--- config.mk ---
export PLATFORM = sky130hd
export DESIGN_NAME = pkt_bus_bridge
export DESIGN_NICKNAME = d
export VERILOG_FILES = /design/src/rtl/pbb_pkg.sv /design/src/rtl/pbb_hdr_capture.sv /design/src/rtl/pbb_wr_pack.sv /design/src/rtl/pbb_rd_unpack.sv /design/src/rtl/pkt_bus_bridge.sv
export SDC_FILE = /design/constraint.sdc
export NUM_CORES = 1
export LEC_CHECK = 0
export CORE_ASPECT_RATIO = 0.7
export CORE_MARGIN = 2
export CORE_UTILIZATION = 60
export CTS_CLUSTER_SIZE = 10
export DETAILED_ROUTE_END_ITERATION = 10
export PLACE_DENSITY_LB_ADDON = 0.2
export SYNTH_ARGS = -nofsm -noshare
export SYNTH_HDL_FRONTEND = slang
export SYNTH_SLANG_ARGS = --single-unit
--- constraint.sdc ---
create_clock -name clk -period 3.5 [get_ports clk]
set_input_delay 0.7 -clock clk [delete_from_list [all_inputs] [get_ports clk]]
set_output_delay 0.7 -clock clk [all_outputs]
set_load 0.01 [all_outputs]
--- src/rtl/pbb_pkg.sv ---
package pbb_pkg;
  typedef enum logic [1:0] {ST_HDR, ST_WDAT, ST_RDAT, ST_RESP} pbb_state_t;

  localparam logic [7:0] OP_WR_FIX = 8'h00;
  localparam logic [7:0] OP_WR_INC = 8'h04;
  localparam logic [7:0] OP_RD_FIX = 8'h10;
  localparam logic [7:0] OP_RD_INC = 8'h14;
  localparam logic [7:0] RESP_FLAG = 8'h80;
  localparam int SIZE_W     = 16;
  localparam int RESP_BYTES = 4;

  function automatic logic op_is_wr(input logic [7:0] c);
    return (c == OP_WR_FIX) || (c == OP_WR_INC);
  endfunction

  function automatic logic op_is_rd(input logic [7:0] c);
    return (c == OP_RD_FIX) || (c == OP_RD_INC);
  endfunction
endpackage

--- src/rtl/pbb_hdr_capture.sv ---
module pbb_hdr_capture #(
  parameter int ADDR_W = 32
) (
  input  logic                      clk,
  input  logic                      rst,
  input  logic                      take,
  input  logic [7:0]                byte_i,
  input  logic                      sop_i,
  input  logic                      eop_i,
  output logic                      done,
  output logic [7:0]                code_o,
  output logic [pbb_pkg::SIZE_W-1:0] size_o,
  output logic [ADDR_W-1:0]         addr_o
);
  localparam int HDR_LEN = 4 + ADDR_W / 8;
  localparam int IDX_W   = $clog2(HDR_LEN);
  localparam logic [IDX_W-1:0] LAST_IDX = IDX_W'(HDR_LEN - 1);

  logic [IDX_W-1:0]          idx;
  logic                      active;
  logic [7:0]                code_q;
  logic [pbb_pkg::SIZE_W-1:0] size_q;
  logic [ADDR_W-1:0]         addr_q;

  always_ff @(posedge clk) begin
    if (rst) begin
      idx    <= '0;
      active <= 1'b0;
      code_q <= '0;
      size_q <= '0;
      addr_q <= '0;
    end else if (take) begin
      if (sop_i) begin
        code_q <= byte_i;
        idx    <= IDX_W'(1);
        active <= !eop_i;
      end else if (active) begin
        idx <= idx + 1'b1;
        if (idx == IDX_W'(2)) size_q[15:8] <= byte_i;
        if (idx == IDX_W'(3)) size_q[7:0]  <= byte_i;
        if (idx >= IDX_W'(4)) addr_q <= {addr_q[ADDR_W-9:0], byte_i};
        if (eop_i || idx == LAST_IDX) active <= 1'b0;
      end
    end
  end

  assign done   = take && !sop_i && active && (idx == LAST_IDX);
  assign code_o = code_q;
  assign size_o = size_q;
  assign addr_o = {addr_q[ADDR_W-9:0], byte_i};
endmodule

--- src/rtl/pbb_wr_pack.sv ---
module pbb_wr_pack #(
  parameter int DATA_W = 32
) (
  input  logic                       clk,
  input  logic                       rst,
  input  logic                       clear,
  input  logic                       byte_ok,
  input  logic [7:0]                 byte_i,
  input  logic                       last_i,
  input  logic                       issued,
  output logic [DATA_W-1:0]          word_o,
  output logic                       full_o,
  output logic                       last_o,
  output logic [pbb_pkg::SIZE_W-1:0] cnt_o
);
  localparam int BPW    = DATA_W / 8;
  localparam int LANE_W = (BPW > 1) ? $clog2(BPW) : 1;
  localparam logic [LANE_W-1:0] TOP_LANE = LANE_W'(BPW - 1);

  logic [LANE_W-1:0] lane;

  always_ff @(posedge clk) begin
    if (rst || clear) begin
      word_o <= '0;
      lane   <= '0;
      full_o <= 1'b0;
      last_o <= 1'b0;
      cnt_o  <= '0;
    end else begin
      if (issued) begin
        full_o <= 1'b0;
        word_o <= '0;
        lane   <= '0;
      end
      if (byte_ok) begin
        word_o[{lane, 3'b000} +: 8] <= byte_i;
        lane  <= lane + 1'b1;
        cnt_o <= cnt_o + 1'b1;
        if (lane == TOP_LANE || last_i) full_o <= 1'b1;
        if (last_i) last_o <= 1'b1;
      end
    end
  end
endmodule

--- src/rtl/pbb_rd_unpack.sv ---
module pbb_rd_unpack #(
  parameter int DATA_W = 32
) (
  input  logic              clk,
  input  logic              rst,
  input  logic              load,
  input  logic [DATA_W-1:0] word_i,
  input  logic              pop,
  input  logic              pop_end,
  output logic              have_o,
  output logic [7:0]        byte_o,
  output logic              top_lane_o
);
  localparam int BPW    = DATA_W / 8;
  localparam int LANE_W = (BPW > 1) ? $clog2(BPW) : 1;
  localparam logic [LANE_W-1:0] TOP_LANE = LANE_W'(BPW - 1);

  logic [DATA_W-1:0] word_q;
  logic [LANE_W-1:0] lane;

  always_ff @(posedge clk) begin
    if (rst) begin
      word_q <= '0;
      lane   <= '0;
      have_o <= 1'b0;
    end else if (load) begin
      word_q <= word_i;
      lane   <= '0;
      have_o <= 1'b1;
    end else if (pop) begin
      lane <= lane + 1'b1;
      if (pop_end) have_o <= 1'b0;
    end
  end

  assign byte_o     = word_q[{lane, 3'b000} +: 8];
  assign top_lane_o = (lane == TOP_LANE);
endmodule

--- src/rtl/pkt_bus_bridge.sv ---
module pkt_bus_bridge #(
  parameter int DATA_W = 32,
  parameter int ADDR_W = 32
) (
  input  logic              clk,
  input  logic              rst,
  input  logic              in_valid,
  output logic              in_ready,
  input  logic [7:0]        in_data,
  input  logic              in_sop,
  input  logic              in_eop,
  output logic              out_valid,
  input  logic              out_ready,
  output logic [7:0]        out_data,
  output logic              out_sop,
  output logic              out_eop,
  output logic [ADDR_W-1:0] mm_addr,
  output logic              mm_write,
  output logic              mm_read,
  output logic [DATA_W-1:0] mm_wdata,
  input  logic [DATA_W-1:0] mm_rdata,
  input  logic              mm_wait
);
  import pbb_pkg::*;

  localparam int BPW    = DATA_W / 8;
  localparam int RIDX_W = $clog2(RESP_BYTES);
  localparam logic [ADDR_W-1:0] STEP = ADDR_W'(BPW);
  localparam logic [RIDX_W-1:0] RIDX_LAST = RIDX_W'(RESP_BYTES - 1);

  pbb_state_t          st;
  logic [7:0]          code_r;
  logic [ADDR_W-1:0]   addr_r;
  logic                inc_r;
  logic [SIZE_W-1:0]   remain;
  logic                rd_first;
  logic [RIDX_W-1:0]   ridx;

  logic                take, hdr_take, hdr_done;
  logic [7:0]          hc_code;
  logic [SIZE_W-1:0]   hc_size;
  logic [ADDR_W-1:0]   hc_addr;
  logic                pk_full, pk_last, wr_done;
  logic [DATA_W-1:0]   pk_word;
  logic [SIZE_W-1:0]   pk_cnt;
  logic                rd_load, uh_have, uh_top, pop, pop_end;
  logic [7:0]          uh_byte;

  assign in_ready = (st == ST_HDR) || (st == ST_WDAT && !pk_full);
  assign take     = in_valid && in_ready;
  assign hdr_take = take && (st == ST_HDR);

  pbb_hdr_capture #(.ADDR_W(ADDR_W)) u_hdr (
    .clk(clk), .rst(rst), .take(hdr_take), .byte_i(in_data),
    .sop_i(in_sop), .eop_i(in_eop), .done(hdr_done),
    .code_o(hc_code), .size_o(hc_size), .addr_o(hc_addr)
  );

  assign wr_done = mm_write && !mm_wait;

  pbb_wr_pack #(.DATA_W(DATA_W)) u_pack (
    .clk(clk), .rst(rst), .clear(hdr_done),
    .byte_ok(take && st == ST_WDAT), .byte_i(in_data), .last_i(in_eop),
    .issued(wr_done), .word_o(pk_word), .full_o(pk_full),
    .last_o(pk_last), .cnt_o(pk_cnt)
  );

  assign mm_write = pk_full;
  assign mm_wdata = pk_word;
  assign mm_addr  = addr_r;
  assign mm_read  = (st == ST_RDAT) && !uh_have && out_ready;
  assign rd_load  = mm_read && !mm_wait;

  pbb_rd_unpack #(.DATA_W(DATA_W)) u_unpack (
    .clk(clk), .rst(rst), .load(rd_load), .word_i(mm_rdata),
    .pop(pop && st == ST_RDAT), .pop_end(pop_end),
    .have_o(uh_have), .byte_o(uh_byte), .top_lane_o(uh_top)
  );

  assign pop_end = uh_top || (remain == SIZE_W'(1));

  always_comb begin
    out_valid = 1'b0;
    out_data  = '0;
    out_sop   = 1'b0;
    out_eop   = 1'b0;
    case (st)
      ST_RESP: begin
        out_valid = 1'b1;
        out_sop   = (ridx == '0);
        out_eop   = (ridx == RIDX_LAST);
        case (ridx)
          2'd0:    out_data = code_r | RESP_FLAG;
          2'd1:    out_data = 8'h00;
          2'd2:    out_data = pk_cnt[15:8];
          default: out_data = pk_cnt[7:0];
        endcase
      end
      ST_RDAT: begin
        out_valid = uh_have;
        out_data  = uh_byte;
        out_sop   = rd_first;
        out_eop   = (remain == SIZE_W'(1));
      end
      default: ;
    endcase
  end

  assign pop = out_valid && out_ready;

  always_ff @(posedge clk) begin
    if (rst) begin
      st       <= ST_HDR;
      code_r   <= '0;
      addr_r   <= '0;
      inc_r    <= 1'b0;
      remain   <= '0;
      rd_first <= 1'b0;
      ridx     <= '0;
    end else begin
      case (st)
        ST_HDR: if (hdr_done) begin
          code_r <= hc_code;
          addr_r <= hc_addr;
          inc_r  <= hc_code[2];
          ridx   <= '0;
          if (op_is_wr(hc_code)) begin
            st <= in_eop ? ST_RESP : ST_WDAT;
          end else if (op_is_rd(hc_code) && hc_size != '0) begin
            st       <= ST_RDAT;
            remain   <= hc_size;
            rd_first <= 1'b1;
          end else begin
            st <= ST_RESP;
          end
        end
        ST_WDAT: if (wr_done) begin
          if (pk_last) st <= ST_RESP;
          else if (inc_r) addr_r <= addr_r + STEP;
        end
        ST_RDAT: if (pop) begin
          remain   <= remain - 1'b1;
          rd_first <= 1'b0;
          if (pop_end && inc_r) addr_r <= addr_r + STEP;
          if (remain == SIZE_W'(1)) st <= ST_HDR;
        end
        ST_RESP: if (pop) begin
          ridx <= ridx + 1'b1;
          if (ridx == RIDX_LAST) st <= ST_HDR;
        end
        default: st <= ST_HDR;
      endcase
    end
  end
endmodule

# Word level (Yosys, flattened, before mapping)
# Index checks and enable logic that the tools add are counted.
# Widths: inputs -> output; s select.
dict set report word_totals {
  register_bits 200
  inputBits 47
  latchBits 0
  output_inout_bits 78
  rom_bits 0
  mem_count 0
  mem_bits_rw 0
  elab_cells 165
}
dict set report classes {
  n_div 0
  n_reduce_logical 51
  magnitude_cmp 1
  bitwise 1
  mul 0
  addsub 8
  muxes 53
  n_shift 3
  eq_ne 27
}
# cell n
set op_table {}
lappend op_table {{$mux 32} 9}
lappend op_table {{$pmux 32 s3} 1}
lappend op_table {{$mux 16} 4}
lappend op_table {{$add 32x3->32 const B} 1}
lappend op_table {{$bwmux 32} 1}
lappend op_table {{$pmux 16 s2} 1}
lappend op_table {{$shift 8x7->32 const A} 1}
lappend op_table {{$shiftx 32x6->8} 1}
lappend op_table {{$shiftx 8x7->32} 1}
lappend op_table {{$mux 2} 13}
lappend op_table {{$pmux 8 s3} 1}
lappend op_table {{$add 16x1->16 const B} 1}
lappend op_table {{$eq 16x1->1 const B} 1}
lappend op_table {{$eq 8x5->1 const B} 2}
lappend op_table {{$pmux 8 s2} 1}
lappend op_table {{$reduce_bool 16->1} 1}
lappend op_table {{$sub 16x1->16 const B} 1}
lappend op_table {{$logic_and 1x1->1} 15}
lappend op_table {{$mux 1} 14}
lappend op_table {{$reduce_and 7->1} 2}
lappend op_table {{$eq 2x2->1 const B} 6}
lappend op_table {{$ne 2x1->1 const B} 6}
lappend op_table {{$ne 2x2->1 const B} 6}
lappend op_table {{$reduce_and 4->1} 3}
lappend op_table {{23 further kinds} 51}

# Longest topological paths before layout
# Gate-level depths: netlist of run 1.
dict set report logic_depth {
  depth_word 12
  depth_mapped 9
}

# Hierarchy
# Synthesis of run 1 repeated with hierarchy kept, for this count alone.
dict set report hier_totals {
  cells_unflattened 1187
  area_unflattened_um2 10113.4
}
# module cells_each seq_area_each_um2 area_each_um2 n_inst
set modules_own_cells {}
lappend modules_own_cells {pkt_bus_bridge 589 1201.2 4406.7 1}
lappend modules_own_cells {pbb_wr_pack 227 1041.0 2155.8 1}
lappend modules_own_cells {pbb_hdr_capture 247 1041.0 2095.8 1}
lappend modules_own_cells {pbb_rd_unpack 124 700.7 1455.1 1}

# Least setup slack after synthesis of run 1
# OpenSTA, ideal clock, no wires.
dict set report synth_path {
  kind {reg-to-output}
  start {register st[0]}
  end {output port out_eop}
  path_stages_with_launch 8
  arrival_time_ps 1685
  path_slack_ps 1115
  path_buffers 3
  cell_sequence {dfxtp_1 > inv_1 > ha_1 > clkbuf_1 > clkbuf_1 > buf_1 > a32oi_1 > nor2_1}
}
dict set report synth_between {
  elab_chain_cells 2
  word_cells_on_any_way 3
  classes_between {2 x eq/ne; 1 x mux}
}
# element line
set synth_lines {}
lappend synth_lines {{start, declared} pkt_bus_bridge.sv:31} ;# pbb_state_t st;
lappend synth_lines {{start signal, assigned} pkt_bus_bridge.sv:128} ;# st <= in_eop ? ST_RESP : ST_WDAT;
lappend synth_lines {{$eq 2x2->1} pkt_bus_bridge.sv:87} ;# case (st)
lappend synth_lines {{$pmux 1 s2 *} pkt_bus_bridge.sv:87}
lappend synth_lines {{end, declared} pkt_bus_bridge.sv:16} ;# output logic out_eop,
# Mark *: on every way between the ends. The rest lies on a longest branch, timed or not.

# Worst setup path in the final report of run 1
dict set report layout_path {
  start {register remain[7]}
  end {output port out_eop}
}
dict set report layout_between {
  elab_chain_cells 2
}
# element line
set layout_lines {}
lappend layout_lines {{start, declared} pkt_bus_bridge.sv:35} ;# logic [SIZE_W-1:0] remain;
lappend layout_lines {{start signal, assigned} pkt_bus_bridge.sv:131} ;# remain <= hc_size;
lappend layout_lines {{start signal, assigned} pkt_bus_bridge.sv:142} ;# remain <= remain - 1'b1;
lappend layout_lines {{$eq 16x1->1} pkt_bus_bridge.sv:103} ;# out_eop = (remain == SIZE_W'(1));
lappend layout_lines {{$pmux 1 s2} pkt_bus_bridge.sv:87}
# No other way between the ends.

==> results of run 1 <==
[layout make-up]
class                   instances  area (µm²)
well taps                     225         282
clock buffers                  19         453
repair buffers                149        1440
flip-flops and latches        199        3980
inverters                      24        90.1
clock inverters                13         134
multi-input cells             898        5400
fillers                      1320        4420
[sequential cells by signal, summed over array words and instances, names as in the netlist, 2 cells and up]
signal           flops
code_r               7
mm_addr             32
remain              16
ridx                 2
st                   2
u_hdr.addr_q        24
u_hdr.code_o         8
u_hdr.idx            3
u_hdr.size_o        16
u_pack.cnt_o        16
u_pack.lane          2
u_pack.word_o       32
u_unpack.lane        2
u_unpack.word_q     32
[routing by layer]
metal,vias up,global-route usage
li1,4584,-
met1,4549,0.507
met2,515,0.460
met3,37,0.0930
met4,0,0.0606
met5,-,0
[power groups by stage]
| stage | Combinational (mW) | Clock, mW | Sequential [mW] |
|---|---|---|---|
| 2_1_floorplan | 1.08 | 0 | 2.47 |
| 3_3_place_gp | 1.51 | 0 | 2.47 |
| 3_5_place_dp | 1.53 | 0 | 2.47 |
| 4_1_cts | 1.55 | 1.99 | 2.42 |
| 5_1_grt | 1.72 | 2.07 | 2.43 |
| 6_report | 1.58 | 1.98 | 2.42 |
[synthesized netlist by cell type (all sizes together) (4+ instances only)]
cell type and count:
a211oi 20, a21oi 142, a221o 5, a22oi 18, a2bb2oi 4, a31oi 10
a41oi 5, and2 9, and3 14, buf 22, clkbuf 77, dfxtp 199
ha 25, inv 24, mux2i 16, mux4 8, nand2 237, nand3 51
nand4 45, nor2 71, nor2b 6, nor3 26, nor3b 4, nor4 11
o211a 8, o211ai 6, o21ai 28, o311ai 11, o31a 11, o31ai 20
o32ai 20, or3 8, or4 6, xnor2 6, xor2 4
[stage by stage]
stage	util	cell area [µm²]	hold WS [ps]	cells
finish	0.727	11800	456	1527
global placement	0.691	11200	440	1495
global route	0.727	11800	474	1527
detailed placement	0.691	11200	446	1495
floorplan	-	9860	432	1220
CTS	0.727	11800	456	1527
[path summary, 6_finish.rpt]
check / from / endpoint / slack (ps)
worst max-delay path: remain[7]$_SDFFE_PP0P_ / out_eop / 90
worst min-delay path: u_unpack.word_q[19]$_SDFFE_PP0P_ / u_unpack.word_q[19]$_SDFFE_PP0P_ / 460
worst max register to register: st[1]$_SDFFE_PP0P_ / mm_addr[23]$_SDFFE_PP0P_ / 740
worst min register to register: u_unpack.word_q[19]$_SDFFE_PP0P_ / u_unpack.word_q[19]$_SDFFE_PP0P_ / 460
[cells by family after synthesis]
| kind of cell | count (synthesis) | share of synthesized area |
|---|---|---|
| compound gates | 333 | 0.225 |
| xor+xnor | 10 | 0.00888 |
| simple gates | 504 | 0.244 |
| buf+inv | 123 | 0.0497 |
| fa+ha+maj | 25 | 0.0317 |
| flops | 199 | 0.404 |
| mux | 26 | 0.0368 |
[worst min-delay path: cells and delay by family, from the launching register on]
family | cells | cell delay, ps
AOI/OAI and AO/OA | 1 | 50
DFF | 1 | 310
and+or+nand+nor | 1 | 50
==> reports/results.ini, run 1 <==
[worst_setup_path]
startpoint_type = register
end_kind = primary output
worstSetupPathType = reg -> out
rr_worst_depth = 7
critPathMaxStageDelay_ps = 560
crit_chain = nor3_2, nor4bb_1, a32oi_1, nor2_1, clkdlybuf4s50_1
cp_top_family = simple AND/OR/NAND/NOR gates
cp.arrival_ps = 2710
required_ps = 2800
cp_max_fo = 7
cp.depth = 5
cp_num_buf_inv = 1
worst_path_max_delay_cell = clkdlybuf4s50_1

[die]
fp-row-count = 39
dieHeight_um = 111
die_area_um2 = 17500
die_w_um = 157
coreArea_um2 = 16200
num_io_pins = 125
start_util = 0.609

[clocking]
postCtsSetupRepairBufs = 0
htreeDepth = 4
path_clk_slew_ps = 70
cts_buffer_depth = 2
cts-hold-fix-buffers = 0
cts_buffers = 17
cts_num_sinks = 199
cts.repair.resized = 0
clk_latency_ps = 440
cts_tree = yes
root_buffer = clkbuf_16

[power_and_ir_drop]
sw_frac_of_total = 0.346
p_comb_frac = 0.264
internal_power_mw = 3.91
p_clk_frac = 0.331
seq_power_share = 0.405
irDropWorstVdd_mv = 0.375
fin_total_pwr_mw = 5.99
leakage_nw = 3.96
power_density_nw_per_um2 = 508
p_sw_mw = 2.07

[hold_path]
hp-class = reg -> reg
hold_depth = 2

[sta]
fmaxAchievable_ghz = 0.293
finalWorstSetupSlack_ps = 88.1
rsz0062_at_grt = no
hold_violations = 0
final_max_slew_viol_count = 0
fin_setup_tns_ps = 0
fin_skew_ps = 9.89
fin_crit_sh = 0.975
maxSlewHeadroom = 0.282
tightest_slew_ps = 1080
setup_violations = 0
layout_min_cycle_time_ps = 3410

[place]
place_congestion = 0.899
io_buffer_count = 124
dpl.hpwl_um = 19500
place_ws_ps = 589

[final_layout]
antennaDiodeCount = 0
final_common_cell = nand2_1
drive_gt1_frac = 0.0684
area_growth_pct = 19.4
most-common-layout-cells = 235 x nand2_1, 199 x dfxtp_1, 142 x a21oi_1
fin_nets = 1361

[routing]
dr.max_layer_used = met4
final_antenna_net_count = 0
met3_length_um = 3210
drt_iter0_markers = 1323
via_per_inst = 6.34
wl_met1_um = 13000
dr.pass1.iters = 6
routed_wl_um = 28600
drc_errors = 0
routed-wl-met2_um = 12100
wl_per_cell_um = 18.7
via_count = 9685

[logic_synthesis]
syn_area_per_cell_um2 = 8.08
synth_area_leaders = dfxtp_1 40%, nand2_1 8.9%, a21oi_1 7.2%, ha_1 3.2%, clkbuf_1 2.9%
synth_warnings = 0
syn-num-nets = 1292
seq_area_frac_synth = 0.404
synth_top_area_frac = 0.404
syn_area_um2 = 9860
netlist_instances = 1220
ys_ff_latch = 199
yosysTopAreaCell = dfxtp_1
synth_edf_count = 0
async_reset_ff_frac = 0
synth.distinct_cells = 79
synth_top_flop_cell = dfxtp_1

[global_route]
antenna_found_initial = 0
grt_usage = 0.330
grt_pass1_vias = 8849
grt_pass1_wl_um = 46100
overflow = 0
grt_max_degree = 81

[status]
outcome = complete, no violations

[flow_run]
drv_cap = 0

Power figures use the tool's default switching activity.
==> inputs of run 2 (changes only) <==
PLACE_DENSITY = 0.84   (was default)
PLACE_DENSITY_LB_ADDON = default   (was 0.2)
==> reports/results.ini, run 2 (same netlist as run 1, synthesis figures left out) <==
[status]
outcome = complete, no violations

[hold_path]
hp-class = reg -> reg
hold_path_end = u_unpack.word_q[26]$_SDFFE_PP0P_
hold_start = u_unpack.word_q[26]$_SDFFE_PP0P_
hold_depth = 2

[worst_setup_path]
required_ps = 2800
timing.rr.end = mm_addr[18]$_SDFFE_PP0P_
worstSetupPathType = reg -> out
cp.arrival_ps = 2560
critPathMaxStageDelay_ps = 550
regToRegSetupSlack_ps = 690
r2r_start = st[1]$_SDFFE_PP0P_
crit_chain = nor3_2, nor4bb_1, buf_4, a32oi_1, nor2_1, clkdlybuf4s50_1
cp_max_fo = 7
rr_worst_depth = 7
startpoint_type = register
cp_num_buf_inv = 2
end_kind = primary output
cp_top_family = simple AND/OR/NAND/NOR gates
worst_path_max_delay_cell = clkdlybuf4s50_1

[global_route]
grt_max_degree = 94
grt_usage = 0.332
overflow = 0
grt_pass1_wl_um = 46600
antenna_found_initial = 0
grt_pass1_vias = 8857

[clocking]
cts_buffers = 17
cts_tree = yes
cts_buffer_depth = 2
htreeDepth = 4
root_buffer = clkbuf_16
path_clk_slew_ps = 70
cts-hold-fix-buffers = 0
clk_latency_ps = 440
cts.repair.resized = 0
postCtsSetupRepairBufs = 0
cts_num_sinks = 199

[sta]
tightest_slew_ps = 1130
fin_skew_ps = 11.0
finalWorstSetupSlack_ps = 236
hold_violations = 0
fmaxAchievable_ghz = 0.306
final_max_slew_viol_count = 0
setup_violations = 0
layout_min_cycle_time_ps = 3260
maxSlewHeadroom = 0.248
whs_ps = 456
fin_crit_sh = 0.933
rsz0062_at_grt = no
fin_setup_tns_ps = 0

[die]
num_io_pins = 125
die_area_um2 = 17500
dieHeight_um = 111
start_util = 0.609
die_w_um = 157
fp-row-count = 39
coreArea_um2 = 16200

[power_and_ir_drop]
power_density_nw_per_um2 = 513
irDropWorstVdd_mv = 0.363
leakage_nw = 3.96

[routing]
wl_per_cell_um = 18.9
via_count = 9727
drc_errors = 0
drt_iter0_markers = 1220
via_per_inst = 6.38
dr.pass1.iters = 6
routed_wl_um = 28800
final_antenna_net_count = 0

[final_layout]
area_growth_pct = 19.6
antennaDiodeCount = 0
final_common_cell = nand2_1
fin_nets = 1360
most-common-layout-cells = 235 x nand2_1, 199 x dfxtp_1, 142 x a21oi_1
drive_gt1_frac = 0.0669

[place]
dpl.hpwl_um = 19400
place_congestion = 0.961
place_ws_ps = 576
io_buffer_count = 124

[flow_run]
drv_cap = 0

==> run 2: cell type report <==
class	count	area [µm²]
multi-input cells	898	5400
flip-flops and latches	199	3980
clock buffers	18	439
clock inverters	13	161
inverters	24	90.1
repair buffers	148	1440
fillers	1295	4400
well taps	225	282
==> run 2: where the power goes <==
| part | switching (mW) | internal (mW) | total, mW | leakage, nW |
|---|---|---|---|---|
| clock | 0.942 | 1.09 | 2.04 | 0.289 |
| sequential | 0.0887 | 2.34 | 2.43 | 1.60 |
| combinational | 1.05 | 0.537 | 1.58 | 2.07 |
==> run 2: stage by stage <==
stage | instances | area, µm² | power [mW] | util
after detailed placement | 1494 | 11200 | 4.00 | 0.691
after floorplan | 1220 | 9860 | 3.55 | -
after global placement | 1494 | 11200 | 3.97 | 0.691
after CTS | 1525 | 11800 | 6.00 | 0.728
after global routing | 1525 | 11800 | 6.28 | 0.728
final | 1525 | 11800 | 6.05 | 0.728
==> run 2: worst max-delay path by stage <==
| stage | start | endpoint | slack (ps) | depth (start not counted) |
|---|---|---|---|---|
| after floorplan | st[0]$_SDFFE_PP0P_ | out_eop | 1120 | 7 |
| after global placement | in_valid | remain[5]$_SDFFE_PP0P_ | 640 | 6 |
| after detailed placement | in_valid | remain[14]$_SDFFE_PP0P_ | 580 | 6 |
| after CTS | u_unpack.lane[0]$_SDFFE_PP0P_ | out_data[2] | 210 | 4 |
| after global routing | u_unpack.lane[0]$_SDFFE_PP0P_ | out_data[2] | 70 | 4 |
| final | remain[7]$_SDFFE_PP0P_ | out_eop | 240 | 6 |
==> run 2: worst register-to-register path: stages, from the launching register on <==
cell	delay (ps)
dfxtp_1	410
ha_1	530
o221ai_1	340
a22oi_1	290
and3b_1	220
buf_4	180
nand2_2	320
o32ai_1	420
==> run 2: routing by layer <==
metal	up-vias	global-route usage	share of wire
met5	-	0	0
met4	0	0.0764	0.013
met3	39	0.0786	0.12
met2	550	0.451	0.41
met1	4557	0.522	0.45
li1	4581	-	-
==> inputs of run 3 (changes only) <==
CORE_UTILIZATION = 61   (was 60)
PLACE_DENSITY = 0.85   (was 0.84)
SYNTH_HIERARCHICAL = 1   (was default)
==> reports/results.ini, run 3 <==
[logic_synthesis]
syn_area_um2 = 10100
ys_ff_latch = 199
syn_area_per_cell_um2 = 8.52
async_reset_ff_frac = 0
synth_area_leaders = dfxtp_1 39%, nand2_1 5.5%, a21oi_1 5.3%, mux2i_1 4.7%, nor2_1 4.4%
synth_edf_count = 0
netlist_instances = 1187
synth_top_area_frac = 0.394
synth_most_common_cell = dfxtp_1
synth_commonest_cells = 199 x dfxtp_1, 149 x nand2_1, 118 x nor2_1, 107 x a21oi_1, 49 x clkbuf_1
synth.distinct_cells = 90
synth_top_flop_cell = dfxtp_1
seq_area_frac_synth = 0.394
syn-num-nets = 1258
synth_warnings = 6
yosysTopAreaCell = dfxtp_1

[clocking]
clk_latency_ps = 450
htreeDepth = 4
cts_num_sinks = 199
cts_tree = yes
cts_buffer_depth = 2
path_clk_slew_ps = 80
cts-hold-fix-buffers = 0
root_buffer = clkbuf_16
cts_buffers = 17

[power_and_ir_drop]
p_comb_frac = 0.039
p_sw_mw = 1.07
p_clk_frac = 0.449
power_density_nw_per_um2 = 373
irDropWorstVdd_mv = 0.325
leakage_nw = 4.03
seq_power_share = 0.512
internal_power_mw = 3.38
sw_frac_of_total = 0.240

[sta]
fin_setup_tns_ps = 0
final_max_slew_viol_count = 0
setup_violations = 0
layout_min_cycle_time_ps = 3270
rsz0062_at_grt = no
maxSlewHeadroom = 0.158
fin_crit_sh = 0.934
whs_ps = 462
tightest_slew_ps = 1260
fmaxAchievable_ghz = 0.306
hold_violations = 0
fin_skew_ps = 15.1

[worst_setup_path]
cp_max_fo = 14
cp.arrival_ps = 2570
required_ps = 2800
regToRegSetupSlack_ps = 330
worstSetupPathType = reg -> out
startpoint_type = register
end_kind = primary output

[final_layout]
area_growth_pct = 17.9
final_cell_area_um2 = 11900
drive_gt1_frac = 0.0785
most-common-layout-cells = 199 x dfxtp_1, 149 x nand2_1, 122 x clkdlybuf4s50_1
fin_nets = 1332
final_common_cell = dfxtp_1

[routing]
via_count = 9632
met3_length_um = 3290
dr.max_layer_used = met4
drc_errors = 0
wl_per_cell_um = 18.9
via_per_inst = 6.42
routed-wl-met2_um = 12200
routed_wl_um = 28400
final_antenna_net_count = 0
wl_met1_um = 12600
dr.pass1.iters = 8
drt_iter0_markers = 1235

[global_route]
overflow = 0
grt_max_degree = 146
grt_usage = 0.322
grt_pass1_wl_um = 45600
antenna_found_initial = 0
grt_pass1_vias = 8785

[die]
die_w_um = 158
die_area_um2 = 17600
coreArea_um2 = 16200
fp-row-count = 39
start_util = 0.622
num_io_pins = 125
dieHeight_um = 112

[place]
io_buffer_count = 124
dpl.hpwl_um = 19100
place_area_um2 = 11300
place_congestion = 0.914

[status]
outcome = complete, no violations

[hold_path]
hp-class = reg -> reg

[flow_run]
drv_cap = 0

[run 3: routing by layer]
metal | vias to the layer above | global-route usage
li1 | 4460 | -
met5 | - | 0
met1 | 4555 | 0.485
met2 | 568 | 0.463
met3 | 49 | 0.0833
met4 | 0 | 0.0679
[run 3: cell families (layout without fill, tap and decap cells)]
logic type | count (synthesis) | count (layout) | synth area share
muxes | 56 | 56 | 0.0654
xor gates and xnor gates | 12 | 12 | 0.0104
adders and majority gates | 24 | 24 | 0.0297
buffers and inverters | 123 | 210 | 0.0606
other | 0 | 1 | 0
DFF | 199 | 199 | 0.394
AOI/OAI and AO/OA | 313 | 313 | 0.209
and+or+nand+nor | 460 | 460 | 0.231
[run 3: per-stage QoR]
stage / cells / utilization / total power, mW / worst slack, ps
4_1_cts: 1499 / 0.734 / 4.45 / 28.9
6_report: 1500 / 0.734 / 4.44 / 231
5_1_grt: 1499 / 0.734 / 4.55 / 131
2_1_floorplan: 1187 / - / 2.41 / 699
3_3_place_gp: 1467 / 0.697 / 2.49 / 373
3_5_place_dp: 1467 / 0.697 / 2.50 / 289
[run 3: final timing paths]
check / from / end / cells after the start
worst max-delay path: st[0]$_SDFFE_PP0P_ / mm_read / 5
worst min register to register: code_r[1]$_SDFFE_PP0P_ / code_r[1]$_SDFFE_PP0P_ / 2
worst max register to register: st[0]$_SDFFE_PP0P_ / mm_addr[16]$_SDFFE_PP0P_ / 6
worst min-delay path: code_r[1]$_SDFFE_PP0P_ / code_r[1]$_SDFFE_PP0P_ / 2
[run 3: what timing repair did]
| item | 4_1_cts | 5_1_grt |
|---|---|---|
| setup endpoints to repair | 0 | 1 |
| buffers inserted | 0 | 0 |
| gates resized for setup | 0 | 1 |
| endpoints found under the hold margin | 0 | 0 |
[run 3: power groups by stage]
stage	clock network (mW)	registers [mW]	logic [mW]
2_1_floorplan	0	2.33	0.0831
5_1_grt	2.09	2.28	0.183
6_report	2.00	2.27	0.173
3_5_place_dp	0	2.33	0.168
3_3_place_gp	0	2.33	0.167
4_1_cts	2.01	2.27	0.169
[run 3: area by class of cell]
class | instances | area, µm²
multi-input combinational | 865 | 5520
tap | 225 | 282
inverter | 32 | 120
fill | 1195 | 4330
antenna | 1 | 2.50
sequential | 199 | 3980
clock inverter | 14 | 156
timing repair buffer | 146 | 1420
clock buffer | 18 | 439
[run 3: worst max-delay path: stages (launching register included)]
cell and delay [ps]:
dfxtp_1 380, inv_1 140, ha_1 600, nand2_1 230
nor2_1 210, clkdlybuf4s50_1 570
